## src/rtl/ums_pkg.sv

```systemverilog
package ums_pkg;

  typedef enum logic [1:0] {
    ST_IDLE = 2'd0,
    ST_RUN  = 2'd1,
    ST_HOLD = 2'd2
  } ums_state_e;

  typedef struct packed {
    logic load;        // capture inputs, clear emitted flags, restart window
    logic roundStart;  // restart window, all lanes back to the zero state
    logic step;        // advance window by one tick
    logic capture;     // latch the found minimum, mark its lane emitted
  } ums_ctrl_t;

endpackage

```

## src/rtl/ums_datapath.sv

```systemverilog
module ums_datapath
  import ums_pkg::*;
#(
  parameter int NUM   = 4,
  parameter int WIDTH = 4,
  localparam int IDXW = (NUM > 1) ? $clog2(NUM) : 1
) (
  input  logic                   clk,
  input  logic                   rstN,
  input  ums_ctrl_t              ctrl,
  input  logic [NUM*WIDTH-1:0]   loadData,
  output logic                   found,
  output logic [WIDTH-1:0]       outValue,
  output logic [IDXW-1:0]        outIndex
);

  localparam int CW = WIDTH + 1;
  localparam logic [CW-1:0] WINDOW_END = CW'(1) << WIDTH;

  logic [CW-1:0]    tick;
  logic [NUM-1:0]   zeroSt;
  logic [NUM-1:0]   emitted;
  logic [NUM-1:0]   switchNow;
  logic [NUM-1:0]   stillZero;
  logic [NUM-1:0]   winners;
  logic [WIDTH-1:0] laneVal [NUM];
  logic [IDXW-1:0]  pickIdx;
  logic [WIDTH-1:0] foundVal;

  // Shared window counter
  always_ff @(posedge clk or negedge rstN) begin
    if (!rstN)                          tick <= '0;
    else if (ctrl.load || ctrl.roundStart) tick <= '0;
    else if (ctrl.step)                 tick <= tick + CW'(1);
  end

  // One two-state unary generator per input
  for (genvar i = 0; i < NUM; i++) begin : g_lane
    logic [CW-1:0] switchAt;
    assign switchAt     = WINDOW_END - {1'b0, laneVal[i]};
    assign switchNow[i] = !emitted[i] && zeroSt[i] &&
                          (laneVal[i] != '0) && (tick == switchAt);
    assign stillZero[i] = !emitted[i] && zeroSt[i] && !switchNow[i];

    always_ff @(posedge clk or negedge rstN) begin
      if (!rstN)         laneVal[i] <= '0;
      else if (ctrl.load) laneVal[i] <= loadData[i*WIDTH +: WIDTH];
    end

    always_ff @(posedge clk or negedge rstN) begin
      if (!rstN)                             zeroSt[i] <= 1'b1;
      else if (ctrl.load || ctrl.roundStart) zeroSt[i] <= 1'b1;
      else if (ctrl.step && switchNow[i])    zeroSt[i] <= 1'b0;
    end

    always_ff @(posedge clk or negedge rstN) begin
      if (!rstN)                                          emitted[i] <= 1'b0;
      else if (ctrl.load)                                 emitted[i] <= 1'b0;
      else if (ctrl.capture && pickIdx == IDXW'(i))       emitted[i] <= 1'b1;
    end
  end

  // Minimum detection: last switchers, or the lanes left at window end
  always_comb begin
    found    = 1'b0;
    winners  = '0;
    foundVal = '0;
    if (switchNow != '0 && stillZero == '0) begin
      found    = 1'b1;
      winners  = switchNow;
      foundVal = WIDTH'(WINDOW_END - tick);
    end else if (tick == WINDOW_END && stillZero != '0) begin
      found    = 1'b1;
      winners  = stillZero;
    end
  end

  // Lowest index among the winners goes first
  always_comb begin
    pickIdx = '0;
    for (int i = NUM - 1; i >= 0; i--) begin
      if (winners[i]) pickIdx = IDXW'(i);
    end
  end

  always_ff @(posedge clk or negedge rstN) begin
    if (!rstN) begin
      outValue <= '0;
      outIndex <= '0;
    end else if (ctrl.capture) begin
      outValue <= foundVal;
      outIndex <= pickIdx;
    end
  end

endmodule

```

## src/rtl/ums_control.sv

```systemverilog
module ums_control
  import ums_pkg::*;
#(
  parameter int NUM = 4
) (
  input  logic      clk,
  input  logic      rstN,
  input  logic      loadValid,
  input  logic      outReady,
  input  logic      found,
  output ums_ctrl_t ctrl,
  output logic      outValid,
  output logic      donePulse
);

  localparam int RCW = $clog2(NUM + 1);

  ums_state_e state, stateNxt;
  logic [RCW-1:0] roundCnt;
  logic lastRound;

  assign lastRound = (roundCnt == RCW'(NUM - 1));
  assign outValid  = (state == ST_HOLD);

  always_comb begin
    ctrl     = '0;
    stateNxt = state;
    if (loadValid) begin
      ctrl.load = 1'b1;
      stateNxt  = ST_RUN;
    end else begin
      unique case (state)
        ST_RUN: begin
          ctrl.step = 1'b1;
          if (found) begin
            ctrl.capture = 1'b1;
            stateNxt     = ST_HOLD;
          end
        end
        ST_HOLD: begin
          if (outReady) begin
            if (lastRound) stateNxt = ST_IDLE;
            else begin
              ctrl.roundStart = 1'b1;
              stateNxt        = ST_RUN;
            end
          end
        end
        default: stateNxt = ST_IDLE;
      endcase
    end
  end

  always_ff @(posedge clk or negedge rstN) begin
    if (!rstN) begin
      state     <= ST_IDLE;
      roundCnt  <= '0;
      donePulse <= 1'b0;
    end else begin
      state     <= stateNxt;
      donePulse <= !loadValid && state == ST_HOLD && outReady && lastRound;
      if (loadValid)                                roundCnt <= '0;
      else if (state == ST_HOLD && outReady)        roundCnt <= roundCnt + RCW'(1);
    end
  end

endmodule

```

## src/rtl/ums_sorter.sv

```systemverilog
module ums_sorter
  import ums_pkg::*;
#(
  parameter int NUM   = 4,
  parameter int WIDTH = 4,
  localparam int IDXW = (NUM > 1) ? $clog2(NUM) : 1
) (
  input  logic                 clk,
  input  logic                 rstN,
  input  logic                 loadValid,
  input  logic [NUM*WIDTH-1:0] loadData,
  input  logic                 outReady,
  output logic                 outValid,
  output logic [WIDTH-1:0]     outValue,
  output logic [IDXW-1:0]      outIndex,
  output logic                 donePulse
);

  ums_ctrl_t ctrl;
  logic      found;

  ums_control #(.NUM(NUM)) u_ctrl (
    .clk(clk), .rstN(rstN), .loadValid(loadValid), .outReady(outReady),
    .found(found), .ctrl(ctrl), .outValid(outValid), .donePulse(donePulse)
  );

  ums_datapath #(.NUM(NUM), .WIDTH(WIDTH)) u_dp (
    .clk(clk), .rstN(rstN), .ctrl(ctrl), .loadData(loadData),
    .found(found), .outValue(outValue), .outIndex(outIndex)
  );

endmodule

```

## config.mk

```make
export PLATFORM = sky130hd
export DESIGN_NAME = ums_sorter
export DESIGN_NICKNAME = d
export VERILOG_FILES = /design/src/rtl/ums_pkg.sv /design/src/rtl/ums_datapath.sv /design/src/rtl/ums_control.sv /design/src/rtl/ums_sorter.sv
export SDC_FILE = /design/constraint.sdc
export NUM_CORES = 1
export LEC_CHECK = 0
export ABC_CLOCK_PERIOD_IN_PS = 2700
export BUFFER_PORTS_ARGS = -buffer_cell sky130_fd_sc_hd__buf_2
export CORE_ASPECT_RATIO = 0.6
export CORE_MARGIN = 5
export CORE_UTILIZATION = 45
export CTS_CLUSTER_DIAMETER = 40
export DETAILED_ROUTE_END_ITERATION = 16
export PLACE_DENSITY = 0.62
export SLEW_MARGIN = 20
export SYNTH_ARGS = -nofsm -noshare
export SYNTH_HDL_FRONTEND = slang
export SYNTH_HIERARCHICAL = 1
export SYNTH_SLANG_ARGS = --single-unit
```

## constraint.sdc

```tcl
create_clock -name clk -period 2.7 [get_ports clk]
set_input_delay 0.54 -clock clk [delete_from_list [all_inputs] [get_ports clk]]
set_output_delay 0.54 -clock clk [all_outputs]
set_load 0.01 [all_outputs]
```

==> flow_summary_export.csv <==
group,metric,value,unit
sta,worst_pin_slew,929,ps
cts,root_buffer,"clkbuf_8",
sta,period_share,99.4,%
global_routing,antenna_found_initial,0,
layout,fin_nets,328,
critical_path,cpMaxStageDelayCell,"dfrtp_1",
placement,dp_cells,349,
critical_path,r2r_cells,11,
detailed_routing,drt-total-wl,5820,um
detailed_routing,dr.pass1.iters,4,
floorplan,core,0.00520,mm2
floorplan,dieArea,0.00714,mm2
yosys,synth.largest_area_cell,"dfrtp_1",
yosys,synth_area_leaders,"dfrtp_1 37%, xnor2_1 6.7%, ha_1 5.6%",
detailed_routing,wl_per_cell,16.0,um
placement,dp_hpwl,4270,um
cts,clk_pin_slew,90,ps
sta,relSlewSlack,38.0,%
global_routing,grt-ovfl-total,0,
floorplan,start_util,47.6,%
yosys,synth_edf_count,0,
pwr,p_leak,1.46,nW
yosys,synth-main-ff-cell,"dfrtp_1",
layout,fin_util,60.2,%
critical_path,critPathMaxFanout,5,
critical_path,timing.rr.start,"u_dp/laneVal[1]",
global_routing,grt_usage,17.6,%
status,status,"complete, no violations",
placement,gp_congestion,0.902,
cts,clkLatencyLatePin,300,ps
critical_path,r2r-end,"u_dp/emitted[3]",
cts,holdBufCountCts,0,
layout,area_growth,26.5,%
yosys,syn_inst,238,
floorplan,row_count,20,
sta,max_freq,0.373,GHz
floorplan,ios,28,
critical_path,required,2890,ps
pwr,peakVddDrop,0.328,mV
layout,fillers,469,
detailed_routing,vias,1921,
yosys,synth.net_count,269,
floorplan,die_w,106,um
sta,drv_slew,0,
yosys,synth_top_area_share,37.4,%
critical_path,worst_setup_path_start_kind,"register",
detailed_routing,drt_iter0_markers,77,
global_routing,grt_pass1_vias,1899,
pwr,power.density,490,mW/mm2
floorplan,die_h,67.5,um
global_routing,grt_max_degree,42,
cts,clkSinkCount,41,
cts,cts_tree,"built",
yosys,synth_warnings,6,
sta,finalCriticalPeriod,2680,ps
yosys,synth_area,0.00248,mm2
placement,portBuffers,27,
detailed_routing,final_antenna_net_count,0,
critical_path,crit_chain,"inv_2 > ha_4 > xor2_2 > a2111oi_4 > a31o_2 > nand2_2 > nor2_4 > mux2i_2 > and2_4 > nand3b_1 > o41ai_2",
layout,drive_gt1_share,39.6,%
sta,setup_viol,0,
global_routing,grt_first_pass_wirelength,9650,um
yosys,ys_ff_latch,41,
yosys,yosysSeqAreaShare,41.6,%
critical_path,slowest_delay,390,ps
worst_hold_path,hold_class,"input port to async pin",
layout,final_cells,364,
critical_path,arrival,2880,ps
layout,num_antenna_cells,0,
cts,clockBufferDepth,2,
detailed_routing,drc,0,
sta,skew,9.68,ps
sta,hold_viol_final,0,
sta,rsz0062_at_grt,"true",
yosys,async_flop_share,100,%
cts,h-tree-depth,2,
sta,setup_tns,0,ps
cts,numCtsBuffers,5,
critical_path,end_kind,"register",
yosys,synth_cell_types,53,
critical_path,path_class,"register to register",
detailed_routing,routed_via_density,5.28,
run,cap_violations,0,
critical_path,r2r_slack,20,ps
yosys,syn_avg_cell_area,10.4,um2
## final cells by class
type                            instances  area (um2)  area share [%]
Clock buffer                            7        96.3            3.07
Clock inverter                          1        5.00           0.160
Multi-Input combinational cell        166        1420            45.2
Sequential cell                        41        1030            32.9
Tap cell                               66        82.6            2.63
Inverter                               19        73.8            2.35
Timing Repair Buffer                   64         429            13.7
## placed cells by master (no fill, tap or decap), types with 3 or more instances in the layout
cell type and instances:
nand2b_1 4, inv_2 3, a21o_1 4, nor3b_1 5, nand2_1 17, ha_1 9
dfstp_2 4, dfrtp_1 37, nor3_1 8, buf_4 35, inv_1 15, clkbuf_8 7
xor2_2 3, nor2_1 11, a22o_1 5, a311oi_1 3, mux2_2 8, xnor2_1 19
xor2_1 9, buf_2 27, o21ai_0 8, a21oi_1 5, nand4_1 4
## logic make-up (layout without fill, tap and decap cells)
logic type | after synthesis | count (layout) | share of synthesized area [%]
DFF | 41 | 41 | 41.6
AOI/OAI and AO/OA | 45 | 45 | 16.1
and+or+nand+nor | 68 | 68 | 15.1
buffers and inverters | 31 | 91 | 5.55
adders and majority gates | 11 | 11 | 5.55
xor gates and xnor gates | 31 | 31 | 11.3
muxes | 11 | 11 | 4.90
## synth_stat cells (6+ instances only)
cell	count
nand2_1	19
nor3_1	8
dfrtp_1	37
clkbuf_1	6
ha_1	11
mux2_2	9
inv_1	19
xnor2_1	19
xor2_1	11
nor2_1	12
o21ai_0	8
## metal layers
metal  vias to the layer above  track usage (%)  wire length (um)
met5                         -                0                 0
met4                         0             4.20                46
met3                         7             4.30               378
met2                        42             25.2              2420
met1                       919             26.6              2980
li1                        953                -                 -
## where the power goes
| part | leakage, nW | switching, W | total, W | internal (W) |
|---|---|---|---|---|
| Clock | 0.0542 | 0.000227 | 0.000459 | 0.000232 |
| Sequential | 0.514 | 0.0000346 | 0.000681 | 0.000646 |
| Combinational | 0.888 | 0.000192 | 0.000399 | 0.000207 |
## worst max path at each step
stage,startpoint,endpoint,slack (ps),depth (start not counted)
final,u_dp/laneVal[1],u_dp/emitted[3],20,11
after global routing,u_dp/laneVal[13],u_dp/emitted[3],-140,11
after CTS,u_dp/zeroSt[0],u_dp/outValue[1],-30,10
after detailed placement,u_dp/laneVal[1],u_dp/outValue[1],-80,12
after global placement,u_dp/laneVal[1],u_dp/emitted[3],-4,11
after floorplan,u_dp/laneVal[8],u_dp/outValue[0],50,11
## registers in the layout (all words and copies together), names as in the netlist
register / cells
u_dp/laneVal: 16
u_dp/outValue: 4
u_dp/outIndex: 2
u_dp/zeroSt: 4
u_dp/tick: 5
u_ctrl/donePulse: 1
u_ctrl/roundCnt: 3
u_dp/emitted: 4
u_ctrl/state: 2
## per-stage QoR
step / setup slack (ps) / hold slack (ps) / cell area (um2) / power (W)
6_report: 16.1 / 373 / 3140 / 0.00154
5_1_grt: -142 / 432 / 3140 / 0.00163
4_1_cts: -29.6 / 400 / 3060 / 0.00152
3_5_place_dp: -76.1 / 498 / 2890 / 0.00105
3_3_place_gp: -3.60 / 496 / 2890 / 0.00104
2_1_floorplan: 53.6 / 244 / 2500 / 0.000922
## critical path: cells and delay by family, from the launching register on
family | cells | cell delay, ps
AO/OA/AOI/OAI | 3 | 890
AND/OR/NAND/NOR | 4 | 580
flip-flops | 1 | 390
multiplexers | 1 | 240
adder cells (fa/ha/maj) | 1 | 210
XOR/XNOR | 1 | 180
buffers and inverters | 1 | 80
## timing repair
item / CTS / global route
gates resized for setup: 9 / 12
pin swaps: 10 / 14
setup buffers: 5 / 2
endpoints found under the setup margin: 7 / 11
Power figures use the tool's default switching activity.
